[src/rtl/swz_pkg.sv]
package swz_pkg;

  // Swizzle key: the row reduced modulo the number of packs per row.
  function automatic int unsigned row_key(int unsigned row, int unsigned packs);
    return row % packs;
  endfunction

  // Byte address from a physical (sub-)row, pack within it, and element offset.
  function automatic int unsigned byte_addr(int unsigned phys_row, int unsigned sub_pack,
                                            int unsigned elem, int unsigned sub_cols,
                                            int unsigned pack_elems, int unsigned elem_bytes);
    return (phys_row * sub_cols + sub_pack * pack_elems + elem) * elem_bytes;
  endfunction

endpackage

[src/rtl/swz_coord_split.sv]
module swz_coord_split #(
  parameter int unsigned ROW_W = 6,
  parameter int unsigned COL_W = 5,
  parameter int unsigned K1_W  = 3,
  localparam int unsigned PACK_W = COL_W - K1_W
) (
  input  logic [ROW_W-1:0]  row,
  input  logic [COL_W-1:0]  col,
  output logic [ROW_W-1:0]  m,
  output logic [PACK_W-1:0] k0,
  output logic [K1_W-1:0]   k1
);
  assign m  = row;
  assign k0 = col[COL_W-1:K1_W];
  assign k1 = col[K1_W-1:0];
endmodule

[src/rtl/swz_pack_remap.sv]
module swz_pack_remap #(
  parameter int unsigned ROW_W  = 6,
  parameter int unsigned PACK_W = 2,
  parameter int unsigned PACKS  = 4,
  parameter int unsigned LAYERS = 1,
  parameter int unsigned L_W    = 1
) (
  input  logic [ROW_W-1:0]  m,
  input  logic [PACK_W-1:0] k0,
  input  logic              swz,
  output logic [PACK_W-1:0] key,
  output logic [PACK_W-1:0] k0_eff,
  output logic [L_W-1:0]    sub_row,
  output logic [PACK_W-1:0] k0_sub
);
  assign key    = PACK_W'(swz_pkg::row_key(32'(m), PACKS));
  assign k0_eff = swz ? (k0 ^ key) : k0;

  generate
    if (LAYERS == 1) begin : g_flat
      assign sub_row = '0;
      assign k0_sub  = k0_eff;
    end else begin : g_split
      localparam int unsigned PPS = PACKS / LAYERS;
      assign sub_row = L_W'(32'(k0_eff) / PPS);
      assign k0_sub  = PACK_W'(32'(k0_eff) % PPS);
    end
  endgenerate
endmodule

[src/rtl/swz_addr_pack.sv]
module swz_addr_pack #(
  parameter int unsigned ROW_W      = 6,
  parameter int unsigned PACK_W     = 2,
  parameter int unsigned K1_W       = 3,
  parameter int unsigned L_W        = 1,
  parameter int unsigned LAYERS     = 1,
  parameter int unsigned SUB_COLS   = 32,
  parameter int unsigned PACK_ELEMS = 8,
  parameter int unsigned ELEM_BYTES = 2,
  parameter int unsigned ADDR_W     = 12
) (
  input  logic [ROW_W-1:0]  m,
  input  logic [L_W-1:0]    sub_row,
  input  logic [PACK_W-1:0] k0_sub,
  input  logic [K1_W-1:0]   k1,
  output logic [ADDR_W-1:0] addr
);
  logic [31:0] phys_row;

  assign phys_row = 32'(m) * LAYERS + 32'(sub_row);
  assign addr = ADDR_W'(swz_pkg::byte_addr(phys_row, 32'(k0_sub), 32'(k1),
                                           SUB_COLS, PACK_ELEMS, ELEM_BYTES));
endmodule

[src/rtl/swz_addr_gen.sv]
module swz_addr_gen #(
  parameter int unsigned ROWS       = 64,
  parameter int unsigned COLS       = 32,
  parameter int unsigned PACK_ELEMS = 8,
  parameter int unsigned ELEM_BYTES = 2,
  parameter int unsigned LAYERS     = 1,
  localparam int unsigned ROW_W  = $clog2(ROWS),
  localparam int unsigned COL_W  = $clog2(COLS),
  localparam int unsigned ADDR_W = $clog2(ROWS * COLS * ELEM_BYTES)
) (
  input  logic              clk,
  input  logic              rst_n,
  input  logic              in_valid,
  input  logic [ROW_W-1:0]  in_row,
  input  logic [COL_W-1:0]  in_col,
  input  logic              swizzle_en,
  output logic              out_valid,
  output logic [ADDR_W-1:0] out_addr
);
  localparam int unsigned PACKS    = COLS / PACK_ELEMS;
  localparam int unsigned K1_W     = $clog2(PACK_ELEMS);
  localparam int unsigned PACK_W   = COL_W - K1_W;
  localparam int unsigned L_W      = (LAYERS > 1) ? $clog2(LAYERS) : 1;
  localparam int unsigned SUB_COLS = COLS / LAYERS;

  // Named internal events, visible to the bound checker.
  logic [ROW_W-1:0]  m_w;
  logic [PACK_W-1:0] k0_w;
  logic [K1_W-1:0]   k1_w;
  logic [PACK_W-1:0] key_w;
  logic [PACK_W-1:0] pack_eff_w;
  logic [L_W-1:0]    sub_row_w;
  logic [PACK_W-1:0] sub_pack_w;
  logic [ADDR_W-1:0] addr_next_w;

  swz_coord_split #(.ROW_W(ROW_W), .COL_W(COL_W), .K1_W(K1_W)) u_split (
    .row(in_row), .col(in_col), .m(m_w), .k0(k0_w), .k1(k1_w)
  );

  swz_pack_remap #(
    .ROW_W(ROW_W), .PACK_W(PACK_W), .PACKS(PACKS), .LAYERS(LAYERS), .L_W(L_W)
  ) u_remap (
    .m(m_w), .k0(k0_w), .swz(swizzle_en), .key(key_w), .k0_eff(pack_eff_w),
    .sub_row(sub_row_w), .k0_sub(sub_pack_w)
  );

  swz_addr_pack #(
    .ROW_W(ROW_W), .PACK_W(PACK_W), .K1_W(K1_W), .L_W(L_W), .LAYERS(LAYERS),
    .SUB_COLS(SUB_COLS), .PACK_ELEMS(PACK_ELEMS), .ELEM_BYTES(ELEM_BYTES),
    .ADDR_W(ADDR_W)
  ) u_pack (
    .m(m_w), .sub_row(sub_row_w), .k0_sub(sub_pack_w), .k1(k1_w), .addr(addr_next_w)
  );

  always_ff @(posedge clk or negedge rst_n) begin
    if (!rst_n) begin
      out_valid <= 1'b0;
      out_addr  <= '0;
    end else begin
      out_valid <= in_valid;
      if (in_valid) out_addr <= addr_next_w;
    end
  end
endmodule

[config.mk]
export PLATFORM = sky130hd
export DESIGN_NAME = swz_addr_gen
export DESIGN_NICKNAME = d
export VERILOG_FILES = /design/src/rtl/swz_pkg.sv /design/src/rtl/swz_coord_split.sv /design/src/rtl/swz_pack_remap.sv /design/src/rtl/swz_addr_pack.sv /design/src/rtl/swz_addr_gen.sv
export SDC_FILE = /design/constraint.sdc
export NUM_CORES = 1
export LEC_CHECK = 0
export ABC_CLOCK_PERIOD_IN_PS = 1250
export BUFFER_PORTS_ARGS = -buffer_cell sky130_fd_sc_hd__buf_4
export CAP_MARGIN = 15
export CORE_AREA = 2 2 39 41
export CTS_BUF_LIST = sky130_fd_sc_hd__clkbuf_4
export DETAILED_ROUTE_END_ITERATION = 8
export DIE_AREA = 0 0 41 43
export PLACE_DENSITY = 0.76
export SYNTH_ARGS = -nofsm -noshare
export SYNTH_HDL_FRONTEND = slang
export SYNTH_SLANG_ARGS = --single-unit
[constraint.sdc]
create_clock -name clk -period 1.25 [get_ports clk]
set_input_delay 0.1875 -clock clk [delete_from_list [all_inputs] [get_ports clk]]
set_output_delay 0.1875 -clock clk [all_outputs]
set_load 0.02 [all_outputs]
[Yosys cells after proc, flatten, opt, wreduce, memory -nomap -nowiden]
Index checks and enable logic that the tools add are counted.
Cells by class
  add/sub/neg operators: 2
  multiply operators: 0
  divide/modulo/power cells: 0
  order comparisons: 0
  equality and inequality tests: 0
  shifts and indexed selects: 0
  multiplexer cells: 1
  bitwise gates (word level): 1
  reduce and logical (&&, ||, !) cells: 0
Operators by type and width (count)
  adder 11 x 3 -> 11 bit: 1
  adder 11 x 5 -> 11 bit: 1
  2-to-1 mux 2 bit: 1
  XOR 2 bit: 1
Word-level totals
  register bits: 12
  bits in latches: 0
  RAM bits: 0
  bits in read-only memories: 0
  bits of input ports: 15
  output and inout port bits: 13
  word-level logic and storage cells: 6
  memories: 0

[Logic depth before layout (Yosys ltp)]
Gate-level depths: netlist of run 1.
  depth after elaboration: 4
  depth in mapped cells: 3
  gate-level depth less buffers: 2

[Hierarchy]
Synthesis of run 1 repeated with hierarchy kept, for this count alone.
Unflattened totals
  cells, all modules: 63
  area total of the unflattened synthesis: 793.3 um^2
By module, submodules not included
  swz_addr_gen: times used 1, cells each 26, area each 509.2 um^2, seq. area each 325.3 um^2
  swz_addr_pack: times used 1, cells each 16, area each 135.1 um^2, seq. area each 0.0 um^2
  swz_coord_split: times used 1, cells each 11, area each 82.6 um^2, seq. area each 0.0 um^2
  swz_pack_remap: times used 1, cells each 10, area each 66.3 um^2, seq. area each 0.0 um^2

[Worst setup path after synthesis of run 1]
No wires, ideal clock.
  path kind: flip-flop to flip-flop
  start point: register out_addr[1] (netlist name)
  end point: register out_addr[1]
  setup time: 0.125 ns
  arrival: 0.710 ns
  data required time: 1.125 ns
  path slack: 0.415 ns
  stages on the path, launching flop included: 2
  buffers on the path: 0
  period minus slack after synthesis: 0.835 ns
  cells stage by stage: dfrtp_1 mux2_4
RTL lines
  end signal: assignment: RTL line swz_addr_gen.sv:61  | if (in_valid) out_addr <= addr_next_w;
  end: declaration: RTL line swz_addr_gen.sv:18  | output logic [ADDR_W-1:0] out_addr

[Worst setup path in the final report of run 1]
  start point: register out_addr[6]
  end point: output port out_addr[6]
No word-level cell between the ends.

==> metrics.md, run 1 <==
| Metric | Value |
|---|---|
| Register-to-register setup slack | 480 ps |
| Clk Latency, worst-skew pair | 260 ps |
| Largest net degree at the start of global routing | 15 |
| Critical path depth | 1 |
| Synth unique cells | 10 |
| Mapped Area | 502 µm² |
| Remaining antenna violation count | 0 |
| Die Area | 1760 µm² |
| Post-Syn Nets | 47 |
| YS warnings | 0 |
| Unrepaired setup endpoints after global routing | false |
| Top FF cell, synth | dfrtp_1 |
| Mean Syn Cell Area | 15.7 µm² |
| R2R Path Start | out_addr[6]$_DFFE_PN0P_ |
| Post-Synthesis Cells | 32 |
| Share of flip-flops with an asynchronous set or reset | 100% |
| Buf/Inv on CP | 1 |
| Critical R2R Capture | out_addr[6]$_DFFE_PN0P_ |
| Area leader, netlist | dfrtp_1 |
| Simple-gate share of the synthesized area | 4.49% |
| Crit-path leading delay family | flip-flops |
| Initial antenna violation count | 0 |
| PD cells | 1220 nW/µm² |
| Clock Path Buffers | 2 |
| Peak VDD IR | 0.527 mV |
| Core footprint | 1380 µm² |
| Initial Util | 36.3% |
| Tmin final | 1000 ps |
| CTS root buffer | clkbuf_4 |
| Clock sink count | 12 |
| Final hold violation count | 0 |
| Largest cells by area after synthesis | dfrtp_1, mux2_4, mux2_2, a21bo_2, nand3b_1 |
| Die H | 43 µm |
| Site row count | 14 |
| Post-Synth XOR/XNOR Area | 0% |
| Post-synthesis mux area share | 24.7% |
| Max incr delay on CP | 390 ps |
| Compound-gate portion of the synthesized area | 6.48% |
| WL per Instance | 11.7 µm |
| Fin Clk Skew | 0 ps |
| Vias per cell | 4.40 |
| Max Cap Viol | 0 |
| WS Path Type | reg -> out |
| Design area | 734 µm² |
| Detailed Route WL | 899 µm |
| Slowest cell on the critical path | dfrtp_1 |
| EDFF count, synth | 0 |
| Clk pin slew, worst setup/hold paths | 70 ps |
| CP startpoint | out_addr[6]$_DFFE_PN0P_ |
| CP Launch Type | register |
| Synth Area in Adders | 0% |
| Vias | 339 |
| Tot GR Track Use | 11.4% |
| Initial DRC Count | 1 |
| Area grow syn2layout | 46.4% |
| # IOs | 28 |
| Top-area cell type share of the netlist area | 59.9% |
| Ant. Diodes | 0 |
| Total power | 899 µW |
| Worst-path cell chain | buf_4 |
| Crit path capture type | output port |
| Setup crit end | out_addr[6] |
| Sequential cell area fraction in the yosys report | 59.9% |
| Total CTS buffers | 3 |
| Die Wd | 41 µm |
| Post-layout net count | 77 |
| Count leader, synth | dfrtp_1 |
| Gp weighted congestion | 0.645 |
| Final number of setup-violating endpoints | 0 |
| Vias in the first global route | 290 |
| PortBufs | 26 |
| Yosys reg bits | 12 |
| CTS tree | built |
| Wire length of the first global-routing pass | 1.33 mm |
| Total setup buffers inserted after CTS | 0 |
| Top cells by count, synth | dfrtp_1, mux2_4, mux2_2 |
| HP Class | in -> reg |
| Post-route DRC | 0 |
| Pre-antenna DRT Iters | 2 |
| Share of cells above drive strength 1 | 65.6% |
| Grt ovf | 0 |
| Pins over their slew limit | 0 |
| DP Area | 698 µm² |
| Run status | completed |
| CP Max Fanout | 2 |
| Final period util | 80.2% |
| Worst Reg-to-Reg Cells | 1 |
| Largest family of logic cells by synthesized area | multiplexers |
| Fmax | 0.997 GHz |
| Critical Path RT | 1060 ps |
| Crit path DAT | 820 ps |
| H-Tree Depth | 1 |
| Pleak | 0.367 nW |
| Post-route setup TNS | 0 ps |
-- layout by cell type, fill, tap and decap left out --
master,Yosys,routed
clkinv_1,0,1
buf_4,1,26
nand3b_1,2,2
clkbuf_4,0,3
dfrtp_1,12,12
a21bo_2,2,2
mux2_4,6,6
a31oi_1,2,2
conb_1,1,1
nor2_1,2,2
dlygate4sd3_1,0,1
mux2_2,3,3
-- power breakdown --
| part | switching, mW | internal (mW) | total, mW |
|---|---|---|---|
| logic | 0.102 | 0.123 | 0.224 |
| registers | 0.0199 | 0.426 | 0.446 |
| clock network | 0.114 | 0.115 | 0.229 |
-- worst min path at each step --
stage | cells after the start | endpoint | start | slack [ps]
4_1_cts | 2 | out_addr[3]$_DFFE_PN0P_ | in_col[2] | 150
3_3_place_gp | 1 | out_addr[11]$_DFFE_PN0P_ | rst_n | 30
6_report | 2 | out_addr[3]$_DFFE_PN0P_ | in_col[2] | 160
5_1_grt | 2 | out_addr[3]$_DFFE_PN0P_ | in_col[2] | 140
2_1_floorplan | 0 | out_addr[10]$_DFFE_PN0P_ | rst_n | -110
3_5_place_dp | 1 | out_addr[6]$_DFFE_PN0P_ | rst_n | 30
-- cell type report --
class                           instances  area (µm²)
Timing Repair Buffer                   27         205
Clock buffer                            3        22.5
Clock inverter                          1        3.75
Multi-Input combinational cell         18         183
Fill cell                             129         649
Sequential cell                        12         300
Tap cell                               16        20.0
-- per-stage QoR --
step / utilization, % / instances / setup slack [ps] / hold WS, ps
detailed placement: 50.5 / 72 / 363 / 33.8
finish: 53.1 / 77 / 247 / 156
global placement: 50.5 / 72 / 391 / 29.2
CTS: 53.1 / 77 / 238 / 145
global route: 53.1 / 77 / 217 / 144
floorplan: - / 32 / 415 / -108
-- cells by family after synthesis --
kind of cell	count (synthesis)
compound gates	4
buf+inv	2
flops	12
mux	9
other cells	1
simple gates	4
-- metal layers --
| metal | up-vias | track usage [%] | part of all wire [%] |
|---|---|---|---|
| li1 | 167 | - | - |
| met1 | 154 | 17.2 | 42 |
| met2 | 16 | 15.3 | 49 |
| met3 | 2 | 1.57 | 8.8 |
| met4 | 0 | 6.00 | 0.89 |
| met5 | - | 0 | 0 |
-- what timing repair did --
action	in CTS	in global routing
hold buffers	1	0
resized for setup	0	0
endpoints found under the hold margin	12	0
-- flip-flops by register name, indices dropped and copies added (netlist names) --
name       cells
out_addr      11
out_valid      1
Power figures use the tool's default switching activity.
==> run 2: changes to the inputs <==
--- a/config.mk
+++ b/config.mk
@@ -5,14 +5,15 @@
 export SDC_FILE = /design/constraint.sdc
 export NUM_CORES = 1
 export LEC_CHECK = 0
-export ABC_CLOCK_PERIOD_IN_PS = 1250
+export ABC_AREA = 1
+export ABC_CLOCK_PERIOD_IN_PS = 900
 export BUFFER_PORTS_ARGS = -buffer_cell sky130_fd_sc_hd__buf_4
 export CAP_MARGIN = 15
 export CORE_AREA = 2 2 39 41
 export CTS_BUF_LIST = sky130_fd_sc_hd__clkbuf_4
 export DETAILED_ROUTE_END_ITERATION = 8
 export DIE_AREA = 0 0 41 43
-export PLACE_DENSITY = 0.76
+export PLACE_DENSITY = 0.79
 export SYNTH_ARGS = -nofsm -noshare
 export SYNTH_HDL_FRONTEND = slang
 export SYNTH_SLANG_ARGS = --single-unit
==> constraint.sdc (replaced) <==
create_clock -name clk -period 0.9 [get_ports clk]
set_input_delay 0.135 -clock clk [delete_from_list [all_inputs] [get_ports clk]]
set_output_delay 0.135 -clock clk [all_outputs]
set_load 0.02 [all_outputs]
==> run 2 against run 1 <==
Compared with the run above: the run now ends with negative setup slack left; final area grew 13%; synthesized area up 0.50%; die area did not move; combinational power is 59% higher; highest routed layer unchanged; flip-flop and latch count unchanged; synthesized cell count grew 81%; core utilization increased by 7.0 points; via count grew 42%; total power up 45%.
==> metrics.md, run 2 <==
| Metric | Value |
|---|---|
| Run status | finished with violations |
| Failing checks | negative setup slack |
| PortBufs | 26 |
| Slowest cell on the critical path | dfrtp_1 |
| Min-Delay Endpoint | out_addr[1]$_DFFE_PN0P_ |
| Regs by FF count | out_addr x11, out_valid x1 |
| Post-Syn Nets | 73 |
| PD cells | 1570 nW/µm² |
| Reg power frac | 47.4% |
| CP Launch Type | register |
| H-Tree Depth | 1 |
| Detailed Route WL | 1.11 mm |
| EDFF count, synth | 0 |
| Clock sink count | 12 |
| Die H | 43 µm |
| Clock Path Buffers | 2 |
| Post-Synthesis Cells | 58 |
| Initial antenna violation count | 0 |
| Top cells by count, synth | nand2_1, dfrtp_1, nand3_1 |
| Biggest register | out_addr |
| Tot GR Track Use | 16.4% |
| WL per Instance | 10.1 µm |
| Clk pin slew, worst setup/hold paths | 80 ps |
| Vias per cell | 4.39 |
| Max FFs per register | 11 |
| Tmin final | 947 ps |
| CP startpoint | out_addr[7]$_DFFE_PN0P_ |
| WS Path Type | reg -> out |
| Vias in the first global route | 500 |
| Placed Instances | 97 |
| YS warnings | 0 |
| Critical R2R Capture | out_addr[7]$_DFFE_PN0P_ |
| Buf/Inv on CP | 1 |
| Max incr delay on CP | 400 ps |
| Remaining antenna violation count | 0 |
| Post-layout net count | 110 |
| Initial DRC Count | 0 |
| Min-delay src | in_col[0] |
| CTS root buffer | clkbuf_4 |
| Final Util | 60.0% |
| Pre-CTS setup slack | 201 ps |
| Final Non-Filler Cells | 110 |
| Critical Path RT | 760 ps |
| Die Wd | 41 µm |
| Fmax | 1.06 GHz |
| Wire length of the first global-routing pass | 1.92 mm |
| Largest cells by area after synthesis | dfrtp_1, nand2_1, buf_6, nand3_1, nand3_2 |
| Final period util | 105% |
| Mapped Area | 504 µm² |
| Grt ovf | 0 |
| CTS tree | built |
| Fin Clk Skew | 0 ps |
| Mean Syn Cell Area | 8.69 µm² |
| Crit-path leading delay family | flip-flops |
| Int Power | 942 µW |
| Hold slack | 58.7 ps |
| Vias | 483 |
| Site row count | 14 |
| Gp weighted congestion | 0.646 |
| Dpl hpwl | 773 µm |
| Most frequent cells in the layout | nand2_1, buf_4, dfrtp_1, buf_6 |
| Count leader, synth | nand2_1 |
| Clk Latency, worst-skew pair | 270 ps |
| Post-route setup TNS | -353 ps |
| Ant. Diodes | 0 |
| Worst hold stages | 3 |
| Core footprint | 1380 µm² |
| Largest net degree at the start of global routing | 14 |
| HP Class | in -> reg |
| Pleak | 0.473 nW |
| Final hold violation count | 0 |
| Crit path capture type | output port |
| Post-route DRC | 0 |
| Final number of setup-violating endpoints | 11 |
| Top FF cell, synth | dfrtp_1 |
| Switching pwr | 364 µW |
| CP Max Fanout | 2 |
| Total CTS buffers | 3 |
| Peak VDD IR | 0.943 mV |
| Pins over their slew limit | 0 |
| Sw Share | 27.9% |
| Pre-antenna DRT Iters | 1 |
| Die Area | 1760 µm² |
| Area leader, netlist | dfrtp_1 |
| Synth unique cells | 10 |
| Comb power frac | 27.2% |
| Clock Power Share | 25.3% |
| Top-area cell type share of the netlist area | 59.6% |
| Share of flip-flops with an asynchronous set or reset | 100% |
| R2R Path Start | out_addr[7]$_DFFE_PN0P_ |
| Commonest non-fill, non-tap cell in the layout | nand2_1 |
| Worst Reg-to-Reg Cells | 4 |
| # IOs | 28 |
| Unrepaired setup endpoints after global routing | true |
| Crit path DAT | 810 ps |
| Worst-path cell chain | buf_6 |
| Max Cap Viol | 0 |
| Area grow syn2layout | 64.8% |
| Share of cells above drive strength 1 | 42.6% |
| Initial Util | 36.4% |
| FILL cells | 142 |
| Yosys reg bits | 12 |
| Register-to-register setup slack | 40 ps |
| Worst Slack Setup Final | -47.5 ps |
| Sequential cell area fraction in the yosys report | 59.6% |
run 2: worst register-to-register path: cells and delay by family, from the launching register on:
family	cells	cell delay, ps
buffers and inverters	2	260
DFF	1	400
and+or+nand+nor	2	90
run 2: routing by layer:
layer	wire length, µm	vias to the layer above	global-route usage, %
li1	-	242	-
met1	429	219	19.5
met2	583	18	25.6
met3	68	4	3.14
met4	26	0	10.0
met5	0	-	0
run 2: worst max path at each step:
stage,end,slack [ps],depth (start not counted)
after floorplan,out_addr[5]$_DFFE_PN0P_,210,2
after global placement,out_addr[4]$_DFFE_PN0P_,200,4
after detailed placement,out_addr[4]$_DFFE_PN0P_,200,4
after CTS,out_addr[6],-50,1
after global routing,out_addr[7],-70,1
final,out_addr[7],-50,1
run 2: kinds of logic (layout without fill, tap and decap cells):
kind of cell	after synthesis	count (layout)	share of synthesized area, %
AND/OR/NAND/NOR	39	39	31.5
buffers and inverters	6	42	8.19
flip-flops	12	12	59.6
other	1	1	0.744
run 2: repair_timing:
action	in CTS	in global routing
hold endpoints to repair	12	0
hold buffers	1	0
endpoints found under the setup margin	12	12
buffers inserted	2	6
resized for setup	12	0
run 2: power by group through the flow:
stage               Sequential, mW  Combinational [mW]  Clock (mW)
floorplan                    0.682              0.0765           0
global placement             0.621               0.274           0
detailed placement           0.621               0.279           0
CTS                          0.620               0.324       0.340
global route                 0.625               0.389       0.376
finish                       0.620               0.356       0.331
run 2: per-stage QoR:
stage | cell area (µm²) | total power, mW
CTS | 786 | 1.28
global placement | 689 | 0.895
global route | 831 | 1.39
detailed placement | 689 | 0.900
floorplan | 504 | 0.759
finish | 831 | 1.31
run 2: cell type report:
cell class                 count  area, µm²  share of cell area (%)
timing repair buffer          35        310                    37.3
sequential                    12        300                    36.1
multi-input combinational     40        163                    19.6
clock buffer                   3       22.5                    2.71
tap                           16       20.0                    2.41
inverter                       3       11.3                    1.36
clock inverter                 1       3.75                   0.452
